===== config.mk =====
export PLATFORM = sky130hd
export DESIGN_NAME = period_timer
export DESIGN_NICKNAME = d
export VERILOG_FILES = /design/src/rtl/period_timer_pkg.sv /design/src/rtl/pt_prescaler.sv /design/src/rtl/pt_counter.sv /design/src/rtl/pt_postscaler.sv /design/src/rtl/period_timer.sv
export SDC_FILE = /design/constraint.sdc
export NUM_CORES = 1
export LEC_CHECK = 0
export BUFFER_PORTS_ARGS = -buffer_cell sky130_fd_sc_hd__buf_4
export CAP_MARGIN = 20
export CELL_PAD_IN_SITES_DETAIL_PLACEMENT = 0
export CELL_PAD_IN_SITES_GLOBAL_PLACEMENT = 1
export CORE_MARGIN = 5
export CORE_UTILIZATION = 36
export DETAILED_ROUTE_END_ITERATION = 8
export PLACE_DENSITY = 0.74
export SLEW_MARGIN = 20
export SYNTH_ARGS = -nofsm -noshare
export SYNTH_HDL_FRONTEND = slang
export SYNTH_SLANG_ARGS = --single-unit

===== constraint.sdc =====
create_clock -name clk_i -period 1.77 [get_ports clk_i]
set_clock_uncertainty 0.2 [all_clocks]
set_input_delay 0.2655 -clock clk_i [delete_from_list [all_inputs] [get_ports clk_i]]
set_output_delay 0.2655 -clock clk_i [all_outputs]
set_load 0.01 [all_outputs]

===== src/rtl/period_timer_pkg.sv =====
package period_timer_pkg;
  typedef enum logic [2:0] {
    SEL_COUNT  = 3'd0,
    SEL_PERIOD = 3'd1,
    SEL_CTRL   = 3'd2,
    SEL_FLAG   = 3'd3,
    SEL_IEN    = 3'd4
  } reg_sel_e;

  localparam int unsigned PRE_SEL_W = 2;
  localparam int unsigned RUN_BIT   = 2;
  localparam int unsigned POST_LSB  = 3;
endpackage


===== src/rtl/pt_prescaler.sv =====
module pt_prescaler #(
  parameter int unsigned STEP_LOG2 = 2
) (
  input  logic       clk_i,
  input  logic       rst_ni,
  input  logic       clr_i,
  input  logic       run_i,
  input  logic       tick_i,
  input  logic [1:0] sel_i,
  output logic       inc_o
);
  localparam int unsigned PRE_W = 2 * STEP_LOG2;

  logic [PRE_W-1:0] cnt_q;
  logic [PRE_W-1:0] last;
  logic [1:0]       code;

  always_comb begin
    code = sel_i[1] ? 2'd2 : {1'b0, sel_i[0]};
    last = PRE_W'((32'd1 << (32'(code) * STEP_LOG2)) - 32'd1);
  end

  assign inc_o = tick_i && run_i && !clr_i && (cnt_q == last);

  always_ff @(posedge clk_i or negedge rst_ni) begin
    if (!rst_ni)                cnt_q <= '0;
    else if (clr_i)             cnt_q <= '0;
    else if (tick_i && run_i)   cnt_q <= (cnt_q == last) ? '0 : cnt_q + 1'b1;
  end

  assert_pre_in_range_R2: assert property (@(posedge clk_i) disable iff (!rst_ni)
    cnt_q <= last);
endmodule


===== src/rtl/pt_counter.sv =====
module pt_counter #(
  parameter int unsigned W = 8
) (
  input  logic         clk_i,
  input  logic         rst_ni,
  input  logic         inc_i,
  input  logic         wr_i,
  input  logic [W-1:0] wdata_i,
  input  logic [W-1:0] period_i,
  output logic [W-1:0] cnt_o,
  output logic         hit_o,
  output logic         match_o
);
  logic [W-1:0] cnt_q;
  logic         match_q;

  assign hit_o   = inc_i && (cnt_q == period_i);
  assign cnt_o   = cnt_q;
  assign match_o = match_q;

  always_ff @(posedge clk_i or negedge rst_ni) begin
    if (!rst_ni) begin
      cnt_q   <= '0;
      match_q <= 1'b0;
    end else begin
      match_q <= hit_o;
      if (wr_i)       cnt_q <= wdata_i;
      else if (inc_i) cnt_q <= hit_o ? '0 : cnt_q + 1'b1;
    end
  end

  assert_hold_when_idle_R7: assert property (@(posedge clk_i) disable iff (!rst_ni)
    (!inc_i && !wr_i) |=> (cnt_o == $past(cnt_o)));
  assert_match_restarts_R3: assert property (@(posedge clk_i) disable iff (!rst_ni)
    match_o |-> (cnt_o == '0));
  assert_wrap_past_top_R9: assert property (@(posedge clk_i) disable iff (!rst_ni)
    (inc_i && !wr_i && (cnt_o == '1) && (period_i != '1)) |=> ((cnt_o == '0) && !match_o));
endmodule


===== src/rtl/pt_postscaler.sv =====
module pt_postscaler #(
  parameter int unsigned W = 4
) (
  input  logic         clk_i,
  input  logic         rst_ni,
  input  logic         clr_i,
  input  logic         hit_i,
  input  logic [W-1:0] ratio_i,
  output logic         fire_o
);
  logic [W-1:0] cnt_q;

  assign fire_o = hit_i && (cnt_q == ratio_i);

  always_ff @(posedge clk_i or negedge rst_ni) begin
    if (!rst_ni)     cnt_q <= '0;
    else if (clr_i)  cnt_q <= '0;
    else if (hit_i)  cnt_q <= fire_o ? '0 : cnt_q + 1'b1;
  end

  assert_post_in_range_R4: assert property (@(posedge clk_i) disable iff (!rst_ni)
    cnt_q <= ratio_i);
endmodule


===== src/rtl/period_timer.sv =====
module period_timer
  import period_timer_pkg::*;
#(
  parameter int unsigned CNT_W     = 8,
  parameter int unsigned POST_W    = 4,
  parameter int unsigned STEP_LOG2 = 2
) (
  input  logic             clk_i,
  input  logic             rst_ni,
  input  logic             tick_i,
  input  logic             we_i,
  input  logic [2:0]       addr_i,
  input  logic [CNT_W-1:0] wdata_i,
  output logic [CNT_W-1:0] rdata_o,
  output logic             match_o,
  output logic             irq_o
);
  localparam int unsigned CTRL_W = POST_LSB + POST_W;

  reg_sel_e           sel;
  logic [CNT_W-1:0]   period_q;
  logic [CTRL_W-1:0]  ctrl_q;
  logic               flag_q, ien_q;
  logic [CNT_W-1:0]   cnt;
  logic               wr_cnt, wr_per, wr_ctrl, wr_flag, wr_ien, clr;
  logic               inc, hit, fire;

  assign sel     = reg_sel_e'(addr_i);
  assign wr_cnt  = we_i && (sel == SEL_COUNT);
  assign wr_per  = we_i && (sel == SEL_PERIOD);
  assign wr_ctrl = we_i && (sel == SEL_CTRL);
  assign wr_flag = we_i && (sel == SEL_FLAG);
  assign wr_ien  = we_i && (sel == SEL_IEN);
  assign clr     = wr_cnt || wr_ctrl;

  pt_prescaler #(.STEP_LOG2(STEP_LOG2)) u_pre (
    .clk_i  (clk_i),
    .rst_ni (rst_ni),
    .clr_i  (clr),
    .run_i  (ctrl_q[RUN_BIT]),
    .tick_i (tick_i),
    .sel_i  (ctrl_q[PRE_SEL_W-1:0]),
    .inc_o  (inc)
  );

  pt_counter #(.W(CNT_W)) u_cnt (
    .clk_i    (clk_i),
    .rst_ni   (rst_ni),
    .inc_i    (inc),
    .wr_i     (wr_cnt),
    .wdata_i  (wdata_i),
    .period_i (period_q),
    .cnt_o    (cnt),
    .hit_o    (hit),
    .match_o  (match_o)
  );

  pt_postscaler #(.W(POST_W)) u_post (
    .clk_i   (clk_i),
    .rst_ni  (rst_ni),
    .clr_i   (clr),
    .hit_i   (hit),
    .ratio_i (ctrl_q[POST_LSB +: POST_W]),
    .fire_o  (fire)
  );

  always_ff @(posedge clk_i or negedge rst_ni) begin
    if (!rst_ni) begin
      period_q <= '1;
      ctrl_q   <= '0;
      flag_q   <= 1'b0;
      ien_q    <= 1'b0;
    end else begin
      if (wr_per)  period_q <= wdata_i;
      if (wr_ctrl) ctrl_q   <= wdata_i[CTRL_W-1:0];
      if (wr_ien)  ien_q    <= wdata_i[0];
      // hardware set beats software clear
      if (fire)                         flag_q <= 1'b1;
      else if (wr_flag && !wdata_i[0])  flag_q <= 1'b0;
    end
  end

  assign irq_o = flag_q && ien_q;

  always_comb begin
    unique case (sel)
      SEL_COUNT:  rdata_o = cnt;
      SEL_PERIOD: rdata_o = period_q;
      SEL_CTRL:   rdata_o = CNT_W'(ctrl_q);
      SEL_FLAG:   rdata_o = CNT_W'(flag_q);
      SEL_IEN:    rdata_o = CNT_W'(ien_q);
      default:    rdata_o = '0;
    endcase
  end

  assert_flag_rise_from_post_R5: assert property (@(posedge clk_i) disable iff (!rst_ni)
    $rose(flag_q) |-> $past(fire));
  assert_set_wins_R5: assert property (@(posedge clk_i) disable iff (!rst_ni)
    fire |=> flag_q);
  assert_period_kept_R8: assert property (@(posedge clk_i) disable iff (!rst_ni)
    !wr_per |=> (period_q == $past(period_q)));
  assert_irq_gate_R6: assert property (@(posedge clk_i) disable iff (!rst_ni)
    (!ien_q && !wr_ien) |=> !irq_o);
endmodule


=== Word level (Yosys, flattened, before mapping) ===
Cells that the tools add are included.

* Output and inout bits: 10
* Word-level logic and storage cells: 53
* Register bits: 34
* Input bits: 15

* Equal/unequal tests: 7
* Muxes and demuxes: 13
* Shift operators: 1
* Add/subtract/negate cells: 4
* Reduce and logical (&&, ||, !) cells: 20

{| class="wikitable"
|+ Operator list
! cell !! count
|-
| case mux 8 bit (5 select lines) || 1
|-
| 2-to-1 mux 4 bit || 6
|-
| 2-to-1 mux 8 bit || 3
|-
| logical AND 1 bit || 12
|-
| adder 4 x 1 -> 4 bit (second input constant) || 2
|-
| adder 8 x 1 -> 8 bit (second input constant) || 1
|-
| == test 4 bit || 2
|-
| == test 8 bit || 1
|-
| nonzero test 2 bit || 4
|-
| == test 3 x 2 -> 1 bit (second input constant) || 2
|-
| left shift 1 x 3 -> 4 bit (first input constant) || 1
|-
| subtractor 4 x 1 -> 4 bit (second input constant) || 1
|-
| == test 3 x 1 -> 1 bit (second input constant) || 1
|-
| == test 3 bit (second input constant) || 1
|-
| zero test 3 bit || 1
|-
| zero test 1 bit || 2
|-
| 2-to-1 mux 1 bit || 2
|-
| 2-to-1 mux 2 bit || 1
|-
| logical OR 1 bit || 1
|}

=== Logic depth before layout (Yosys ltp) ===
Gate-level depths: netlist of run 1.

* Word-level depth: 11
* Depth in mapped cells: 7
* Gate-level depth less buffers: 6

=== By module ===
Synthesis of run 1 repeated with hierarchy kept, for this count alone.

* Cells, all modules: 207
* Area total of the unflattened synthesis: 2120.8 sq um

{| class="wikitable"
|+ By module, submodules not included
! module !! area an instance (sq um) !! times used !! cells each
|-
| period_timer || 967.2 || 1 || 81
|-
| pt_counter || 628.1 || 1 || 71
|-
| pt_postscaler || 270.3 || 1 || 26
|-
| pt_prescaler || 255.2 || 1 || 29
|}

=== Worst setup path after synthesis of run 1 ===
Ideal clock, no wire load.

* Path type: register -> register
* Start point: reg period_q[1]
* End point: reg u_post.cnt_q[2]
* Stages on the path, launching flop included: 7
* Slack: -98 ps
* Period minus slack after synthesis: 1868 ps
* Arrival: 1529 ps
* Data required time: 1430 ps
* Path buffers: 1
* Path through: dfstp_2 xnor2_1 nand4_1 or2_2 buf_6 o31ai_1 a21oi_1

* Cells in the longest elaborated chain, start to end: 6
* Elaborated cells on any way between the ends: 7
* Those cells by class: eq/ne: 1; mux: 3; reduce/logical: 3

{| class="wikitable"
|+ Ends and longest elaborated chain
! item !! RTL line !! text
|-
| from (decl) || period_timer.sv:21 || <nowiki>logic [CNT_W-1:0] period_q;</nowiki>
|-
| from (signal assigned) || period_timer.sv:74 || <nowiki>if (wr_per) period_q <= wdata_i;</nowiki>
|-
| == test 8 bit (*) || pt_counter.sv:17 || <nowiki>assign hit_o = inc_i && (cnt_q == period_i);</nowiki>
|-
| logical AND 1 bit (*) || pt_counter.sv:17 ||
|-
| logical AND 1 bit || pt_postscaler.sv:13 || <nowiki>assign fire_o = hit_i && (cnt_q == ratio_i);</nowiki>
|-
| 2-to-1 mux 4 bit (2 in series) || pt_postscaler.sv:18 || <nowiki>else if (hit_i) cnt_q <= fire_o ? '0 : cnt_q + 1'b1;</nowiki>
|-
| 2-to-1 mux 4 bit || pt_postscaler.sv:17 || <nowiki>else if (clr_i) cnt_q <= '0;</nowiki>
|-
| to (signal assigned) || pt_postscaler.sv:18 ||
|-
| to (decl) || pt_postscaler.sv:11 || <nowiki>logic [W-1:0] cnt_q;</nowiki>
|}

Every way passes the cells marked *; elsewhere a longest branch is shown, timed or not. The select of a mux whose other input is x is not followed.
A chain may end at the register's enable or synchronous reset.

=== Worst setup path after layout of run 1 ===
* Start point: reg period_q[6]
* End point: reg flag_q

* Cells in the longest elaborated chain, start to end: 4
* Elaborated cells on any way between the ends: 5
* Those cells by class: eq/ne: 1; mux: 1; reduce/logical: 3

{| class="wikitable"
|+ Ends and longest elaborated chain
! item !! RTL line !! text
|-
| == test 8 bit (*) || pt_counter.sv:17 ||
|-
| logical AND 1 bit (*) || pt_counter.sv:17 ||
|-
| logical AND 1 bit (*) || pt_postscaler.sv:13 ||
|-
| 2-to-1 mux 1 bit or nonzero test 2 bit (tied branches) || - ||
|-
| to (signal assigned) || period_timer.sv:71 || <nowiki>flag_q <= 1'b0;</nowiki>
|-
| to (signal assigned) || period_timer.sv:78 || <nowiki>if (fire) flag_q <= 1'b1;</nowiki>
|-
| to (signal assigned) || period_timer.sv:79 || <nowiki>else if (wr_flag && !wdata_i[0]) flag_q <= 1'b0;</nowiki>
|-
| to (decl) || period_timer.sv:23 || <nowiki>logic flag_q, ien_q;</nowiki>
|}

Every way passes the cells marked *; elsewhere a longest branch is shown, timed or not.

==> run summary, run 1 <==
Of the cells placed in the final design, the portion with a size suffix greater than 1 is 0.5179. The initial antenna violation count is 0. Setup repair after global routing could not meet its margin everywhere. The data required time at the worst endpoint came out at 1.77 ns.

The switching power as a share of total power is 0.3291. The post-synth design cell area is 2182 um^2. The share of synthesized area occupied by flip-flops and latches came out at 0.3945.

At the worst endpoint, the arrival time is 1.89 ns. The final design area excluding fillers came out at 3062 um^2. The setup path with the least slack is of type register to register.

The proportion of synthesized flip-flops having asynchronous set or reset is 1.000. The internal cell power is 0.002116 W. The top cell types in the final layout, fill and taps aside, are sky130_fd_sc_hd__buf_4, sky130_fd_sc_hd__dfrtp_1, sky130_fd_sc_hd__mux2_2. The diode insertion count for antenna repair came out at 0. In this run the critical register-to-register path is captured at flag_q.

The final wirelength came out at 5950 um. The number of design rule violations left after detail routing came out at 0. The total core area came out at 5921 um^2.

The number of nets produced by synthesis came out at 227. The leakage power figure came out at 1.309 nW. For this configuration, the core starts out at a cell density of 0.3686. After filler insertion, the fill cell instance count of the layout stands at 548. The tree is rooted in a sky130_fd_sc_hd__clkbuf_8.

The via count of the first global-routing pass came to 1892. The clock network fraction of design power came out at 0.217. In this run the critical register-to-register path is launched from period_q[6].

The ratio of total power to cell area came out at 1030 nW/um^2. The capture endpoint of the worst hold path is period_q[7]. The CTS sink count came out at 34.

Along the worst path, the maximum fanout reaches 10. Summed over all failing endpoints, the final setup total negative slack is -1.732 ns. The register share of total power came out at 0.384. Setup violations remaining at the end of the flow were counted as 21.

No sink is reached through more buffers than the 2 on the longest clock path. The highest layer touched by signal routing is met4. The H-tree level count came out at 2. At the later pin of the worst-skew pair, clock insertion delay measures 0.29 ns.

The maximum cell stage delay along the critical path came out at 0.56 ns. The slowest stage of the critical path is the sky130_fd_sc_hd__dfstp_2 cell. The number of port buffers is 24. The instance count of the mapped netlist came out at 209.

A synthesized cell averages 10.44 um^2. In this design, the largest share of critical-path delay is due to flip-flops. The total routed wire length on the met1 layer is 2848 um. The total global-route track usage is 0.1524. The initialized floorplan defines 28 standard-cell rows. The number of cells on the worst reg-to-reg path is 5. Summed over all nets, the half-perimeter wirelength after detailed placement is 4073 um.

The total length of routed met2 wires came out at 2794 um. The number of buffer and inverter instances along the worst setup path is 1. The relative area change from synthesis to final layout came out at 40.31%. For this design the total switching power over the nets is 0.001038 W. The number of storage elements in the synthesis netlist came out at 34. The count of pins over their slew limit is 0.

The number of top-level pins came out at 25. The global-route wire length before repair came out at 9163 um. The setup slack on the worst flop-to-flop path came out at -0.12 ns. The average wire per cell in the routed design came out at 16.76 um. Once detail routing completed, the nets flagged for antenna violations numbered 0. The final weighted congestion of routability-driven global placement came out at 0.7911. The slew at the pin closest to its max-slew limit is 0.5642 ns. The kind of capture point of the worst setup path is a register. For this run, the number of Yosys warnings is 0. The floorplan step set the die height to 87.86 um.

The commonest non-fill, non-tap cell in the layout is sky130_fd_sc_hd__buf_4. For this run, the leading register cell type out of synthesis is sky130_fd_sc_hd__dfrtp_1. The number of clock buffers inserted by TritonCTS came out at 5. Dividing the final minimum period by the clock period gives 1.070. The type of element launching the critical path is a register. The peak supply drop came out at 493.1 uV. After the first detailed-routing iteration, the DRC count stood at 85.

The die covers 7719 um^2. In this run the tightest slew margin relative to its limit is 0.6225. The number of hold violations in the final report came out at 0. The met3 layer wire length in the routed design came out at 230 um. The number of maximum-capacitance constraint violations came out at 0. The worst hold path was traced through 2 stages. In this run the most critical hold path is launched from wdata_i[7]. The clock tree from TritonCTS is built.

The smallest setup slack after layout is -0.1246 ns. After detailed routing, the number of vias per cell comes to 5.358. The signal on the critical path passes through xnor2_1, nand4_1, or2_4, buf_4, o31ai_2. For this block, the via count after detailed routing is 1902. The total global routing overflow came out at 0. The number of iterations in the first detailed-routing pass came out at 4. The die extent in x is 87.86 um. The run finished, with violations left. The final critical path time including I/O delays and setup is 1.895 ns. The checks that failed: setup timing.

The number of enable flip-flop cells after synthesis is 0. The final-stage net count is 297. For this run, the top clock speed supported by timing is 527.8 MHz. The largest net degree at the start of global routing came out at 35. The tightest min-delay check is of the input pin to register type. Clock-pin slew was measured on the worst setup and hold paths at 0.07 ns. The placed standard-cell area came out at 2713 um^2. The number of distinct standard cells referenced by the synthesized netlist came out at 50. The proportion of power drawn by combinational gates came out at 0.399.
## layer usage
metal  vias up  GRT usage
met4         0    0.03905
met2        39     0.2438
met3         8    0.02916
met1       935     0.2114
li1        920          -
met5         -          0
## sequential cells by signal, summed over array words and instances, names as in the netlist
signal	flops
flag_q	1
u_post.cnt_q	4
u_cnt.match_o	1
ien_q	1
u_pre.cnt_q	4
period_q	8
ctrl_q	7
u_cnt.cnt_o	8
## worst register-to-register path, delay by kind of cell, from the launching register on
| family | cells | cell delay (ns) |
|---|---|---|
| flip-flops | 1 | 0.56 |
| AND/OR/NAND/NOR | 2 | 0.54 |
| AO/OA/AOI/OAI | 1 | 0.22 |
| buffers and inverters | 1 | 0.16 |
| XOR/XNOR | 1 | 0.14 |
## worst max path at each step
stage | start | to | slack, ns | depth (start not counted)
floorplan | period_q[6] | u_cnt.cnt_o[2] | -0.01 | 5
global placement | period_q[7] | u_cnt.cnt_o[4] | -0.09 | 6
detailed placement | period_q[7] | u_cnt.cnt_o[2] | -0.11 | 6
CTS | period_q[4] | u_cnt.cnt_o[2] | -0.1 | 6
global route | ctrl_q[0] | u_post.cnt_q[2] | -0.24 | 5
finish | period_q[6] | flag_q | -0.12 | 5
## kinds of logic (layout without fill, tap and decap cells)
| group | after synthesis | count (layout) | share of synthesized area |
|---|---|---|---|
| simple gates | 83 | 84 | 0.2368 |
| fa+ha+maj | 3 | 3 | 0.01720 |
| buf+inv | 13 | 83 | 0.04014 |
| xor+xnor | 13 | 13 | 0.05218 |
| flops | 34 | 34 | 0.3945 |
| mux | 26 | 26 | 0.1284 |
| compound gates | 37 | 37 | 0.1307 |
## synth_stat cells, types with 2 or more instances
cell type | instances | area share
sky130_fd_sc_hd__o32ai_1 | 5 | 0.020
sky130_fd_sc_hd__mux2_2 | 16 | 0.083
sky130_fd_sc_hd__o31ai_1 | 2 | 0.0069
sky130_fd_sc_hd__nor4b_1 | 2 | 0.0080
sky130_fd_sc_hd__nor3_1 | 4 | 0.0092
sky130_fd_sc_hd__xnor2_1 | 12 | 0.048
sky130_fd_sc_hd__dfrtp_1 | 26 | 0.30
sky130_fd_sc_hd__a221o_1 | 5 | 0.023
sky130_fd_sc_hd__nor4_1 | 2 | 0.0057
sky130_fd_sc_hd__a21oi_1 | 10 | 0.023
sky130_fd_sc_hd__nor2_1 | 16 | 0.028
sky130_fd_sc_hd__nor3_2 | 2 | 0.0092
sky130_fd_sc_hd__nand4b_1 | 3 | 0.012
sky130_fd_sc_hd__buf_6 | 4 | 0.021
sky130_fd_sc_hd__nand4_1 | 3 | 0.0086
sky130_fd_sc_hd__ha_1 | 3 | 0.017
sky130_fd_sc_hd__buf_2 | 4 | 0.0092
sky130_fd_sc_hd__and2_1 | 4 | 0.011
sky130_fd_sc_hd__dfstp_2 | 8 | 0.096
sky130_fd_sc_hd__o21ai_0 | 4 | 0.0092
sky130_fd_sc_hd__nand3_1 | 13 | 0.030
sky130_fd_sc_hd__o21a_1 | 2 | 0.0069
sky130_fd_sc_hd__nand2_1 | 10 | 0.017
sky130_fd_sc_hd__and3_1 | 6 | 0.017
sky130_fd_sc_hd__o21ai_2 | 2 | 0.0080
sky130_fd_sc_hd__inv_1 | 3 | 0.0052
sky130_fd_sc_hd__nor2_2 | 2 | 0.0057
sky130_fd_sc_hd__mux2i_1 | 10 | 0.046
sky130_fd_sc_hd__nor2b_1 | 5 | 0.014
## metrics by stage
stage | worst slack (ns) | cells | total power (W) | hold slack (ns) | util
6_report | -0.1246 | 355 | 0.003154 | 0.02743 | 0.5171
3_3_place_gp | -0.08543 | 341 | 0.002232 | 0.04722 | 0.4582
5_1_grt | -0.2433 | 355 | 0.003344 | 0.02046 | 0.5171
2_1_floorplan | -0.01382 | 209 | 0.001765 | -0.2301 | -
4_1_cts | -0.09669 | 352 | 0.003018 | 0.01841 | 0.4884
3_5_place_dp | -0.1101 | 341 | 0.002250 | 0.05737 | 0.4582
## layout make-up
cell class                 count  area, um^2  share of cell area
sequential                    34       865.8              0.2828
clock buffer                   8       110.1             0.03596
multi-input combinational    163        1385              0.4524
timing repair buffer          72       595.6              0.1945
inverter                       3       11.26            0.003678
tap                           75       93.84             0.03065
## power groups by stage
stage | Clock (W) | Combinational, W | Sequential [W]
after floorplan | 0 | 0.000588 | 0.00118
after global placement | 0 | 0.00106 | 0.00117
after detailed placement | 0 | 0.00108 | 0.00117
after CTS | 0.000700 | 0.00116 | 0.00116
after global routing | 0.000736 | 0.00137 | 0.00124
final | 0.000685 | 0.00126 | 0.00121
## what timing repair did
action,in CTS,in global routing
hold buffers,1,0
gates resized for setup,13,35
hold endpoints to repair,26,0
setup buffers,2,3
endpoints found under the setup margin,20,23
pin swaps,4,12
gates cloned,0,1
Power figures use the tool's default switching activity.
==> run 2, diff against run 1 <==
--- a/config.mk
+++ b/config.mk
@@ -13,6 +13,7 @@
 export CORE_UTILIZATION = 36
 export DETAILED_ROUTE_END_ITERATION = 8
 export PLACE_DENSITY = 0.74
+export RECOVER_POWER = 50
 export SLEW_MARGIN = 20
 export SYNTH_ARGS = -nofsm -noshare
 export SYNTH_HDL_FRONTEND = slang
==> run summary, run 2 (synthesis results as in run 1) <==
The run finished, with violations left. The checks that failed: setup timing. The total global routing overflow is 0 (unchanged). The smallest setup slack after layout is -0.1234 ns (+0.001254 ns). In the layout the commonest cells are sky130_fd_sc_hd__buf_4, sky130_fd_sc_hd__dfrtp_1, sky130_fd_sc_hd__mux2_2. The final wirelength came out at 5953 um (about the same). The initial core utilization is 0.3686 (unchanged). STA classifies the critical path endpoint as a register. The number of hold violations in the final report is 0 (unchanged). The total global-route track usage is 0.1524 (unchanged). The global-route wire length before repair came to 9163 um (unchanged). The H-tree level count came to 2 (unchanged). Setup repair after global routing could not meet its margin everywhere.

The register share of total power is 0.384 (about the same). The final critical path time including I/O delays and setup came out at 1.893 ns (-0.001254 ns). The number of design rule violations left after detail routing was 0 (unchanged).

The worst setup path is launched from a register. The proportion of power drawn by combinational gates is 0.399 (about the same). The final HPWL from detailed placement came out at 4073 um (unchanged). The number of cell rows came out at 28 (unchanged).

The total length of routed met2 wires came out at 2808 um (+0.50%). The count of pins over their slew limit came out at 0 (unchanged). The number of port buffers is 24 (unchanged). The internal cell power came out at 0.002115 W (about the same).

The clock network fraction of design power is 0.217 (about the same). The final setup violation count was 21 (unchanged). On the critical path, the stage with the largest delay is an instance of sky130_fd_sc_hd__dfstp_2.

The clock tree from TritonCTS is built. The share of final-layout standard cells stronger than drive strength 1 came out at 0.5179 (unchanged). The number of violations reported at the end of detailed-routing iteration 0 is 85 (unchanged).

The average wire per cell in the routed design was 16.77 um (about the same). The leakage power figure came to 1.308 nW (about the same). The slew at the pin closest to its max-slew limit came out at 0.9167 ns (+0.3525 ns).

The number of iterations in the first detailed-routing pass was 4 (unchanged). The switching power total came out at 0.001039 W (about the same). The maximum cell stage delay along the critical path came out at 0.56 ns (about the same). The insertion delay of the later-clocked pin in the worst-skew pair came out at 0.29 ns (about the same). The full die area is 7719 um^2 (unchanged). The via count came out at 1894 (-0.42%).

The smallest hold slack came out at 0.02735 ns (-0.00008070 ns). The largest net degree at the start of global routing was 35 (unchanged). The CTS clock-pin slew for the worst setup and hold paths is 0.07 ns (about the same). The maximum fanout count along the critical path is 10 (unchanged). The number of buffers on the longest clock path came out at 2 (unchanged). The residual antenna-violating net count after detailed routing came to 0 (unchanged). The number of maximum-capacitance constraint violations came out at 0 (unchanged).

The number of clock buffers inserted by TritonCTS came to 5 (unchanged). The final cell utilization of the core is 0.5167 (about the same). The maximum clock rate came out at 528.2 MHz (about the same).

The total core area came out at 5921 um^2 (unchanged). The library cell used most frequently in the layout, excluding fill and tap cells, is sky130_fd_sc_hd__buf_4. The clock root buffer is sky130_fd_sc_hd__clkbuf_8. The die boundary height is 87.86 um (unchanged).

The ratio of total power to cell area came out at 1031 nW/um^2 (about the same). The final-stage net count is 297 (unchanged). The relative area change from synthesis to final layout came out at 40.19% (about the same). The start-to-end type of the worst setup path is register to register.

In this run the worst hold path is classified as input pin to register. The data arrival time of the worst path is 1.89 ns (about the same). The total routed wire length on the met1 layer was 2843 um (-0.18%). The count of filler cells inserted in the layout is 549 (+0.18%). The number of top-level pins came out at 25 (unchanged). The post-route fraction of the period consumed by the critical path came out at 1.070 (about the same). The die extent in x came out at 87.86 um (unchanged). The met3 layer wire length in the routed design came out at 238 um (+3.5%).

The number of placed instances with taps included came out at 341 (unchanged). The via density per instance is 5.335 (-0.42%). The peak supply drop came out at 493.2 uV (about the same). The via count of the first global-routing pass was 1892 (unchanged). Signal routing reaches up to met4. The data required time at the worst endpoint is 1.77 ns (about the same). The diode insertion count for antenna repair was 0 (unchanged). Walking the worst path, the cells encountered are xnor2_1, nand4_1, or2_4, buf_4, o31ai_2. The CTS sink count came out at 34 (unchanged). The initial antenna violation count came out at 0 (unchanged). The final weighted congestion of routability-driven global placement is 0.7911 (unchanged). The worst slew slack as a fraction of its limit came out at 0.3889 (-0.2336).

The switching power as a share of total power came out at 0.3294 (about the same). The final cell count without fillers is 355 (unchanged).
-- run 2: power by group through the flow --
stage	Sequential (W)	Combinational (W)	Clock [W]
after floorplan	0.00118	0.000588	0
after global placement	0.00117	0.00106	0
after detailed placement	0.00117	0.00108	0
after CTS	0.00116	0.00116	0.000700
after global routing	0.00124	0.00137	0.000736
final	0.00121	0.00126	0.000685
-- run 2: worst paths after layout --
path / start / endpoint / slack, ns / cells past startpoint
max reg2reg: period_q[6] / flag_q / -0.12 / 5
min: wdata_i[7] / period_q[7] / 0.03 / 2
max in group asynchronous: rst_ni / u_cnt.cnt_o[0] / 0.30 / 2
min in group asynchronous: rst_ni / u_pre.cnt_q[0] / 0.44 / 2
min reg2reg: ien_q / ien_q / 0.33 / 1
max: period_q[6] / flag_q / -0.12 / 5
-- run 2: area by class of cell --
class | count | area, um^2 | share of cell area
inverter | 3 | 11.26 | 0.003681
multi-input combinational | 163 | 1385 | 0.4528
clock buffer | 8 | 110.1 | 0.03599
sequential | 34 | 865.8 | 0.2830
timing repair buffer | 72 | 593.1 | 0.1939
tap | 75 | 93.84 | 0.03067
-- run 2: layer usage --
metal	vias up	global-route usage
met2	39	0.2438
met3	6	0.02916
met5	-	0
li1	920	-
met1	929	0.2114
met4	0	0.03905
-- run 2: per-stage QoR --
step / worst slack (ns) / TNS (ns) / total power, W / cell area [um^2]
6_report: -0.1234 / -1.721 / 0.003154 / 3059
2_1_floorplan: -0.01382 / -0.03652 / 0.001765 / 2198
4_1_cts: -0.09669 / -1.133 / 0.003018 / 2892
3_5_place_dp: -0.1101 / -0.7227 / 0.002250 / 2713
3_3_place_gp: -0.08543 / -0.5923 / 0.002232 / 2713
5_1_grt: -0.2433 / -3.543 / 0.003343 / 3059
-- run 2: repair_timing --
action                                  4_1_cts  5_1_grt
endpoints found under the setup margin       20       23
hold endpoints to repair                     26        0
hold buffers                                  1        0
pin swaps                                     4       12
resized for setup                            13       35
setup buffers                                 2        3
cloned                                        0        1
-- run 2: critical path: cells and delay by family, from the launching register on --
| kind | cells | cell delay, ns |
|---|---|---|
| flip-flops | 1 | 0.56 |
| buffers and inverters | 1 | 0.16 |
| AO/OA/AOI/OAI | 1 | 0.22 |
| AND/OR/NAND/NOR | 2 | 0.54 |
| XOR/XNOR | 1 | 0.14 |
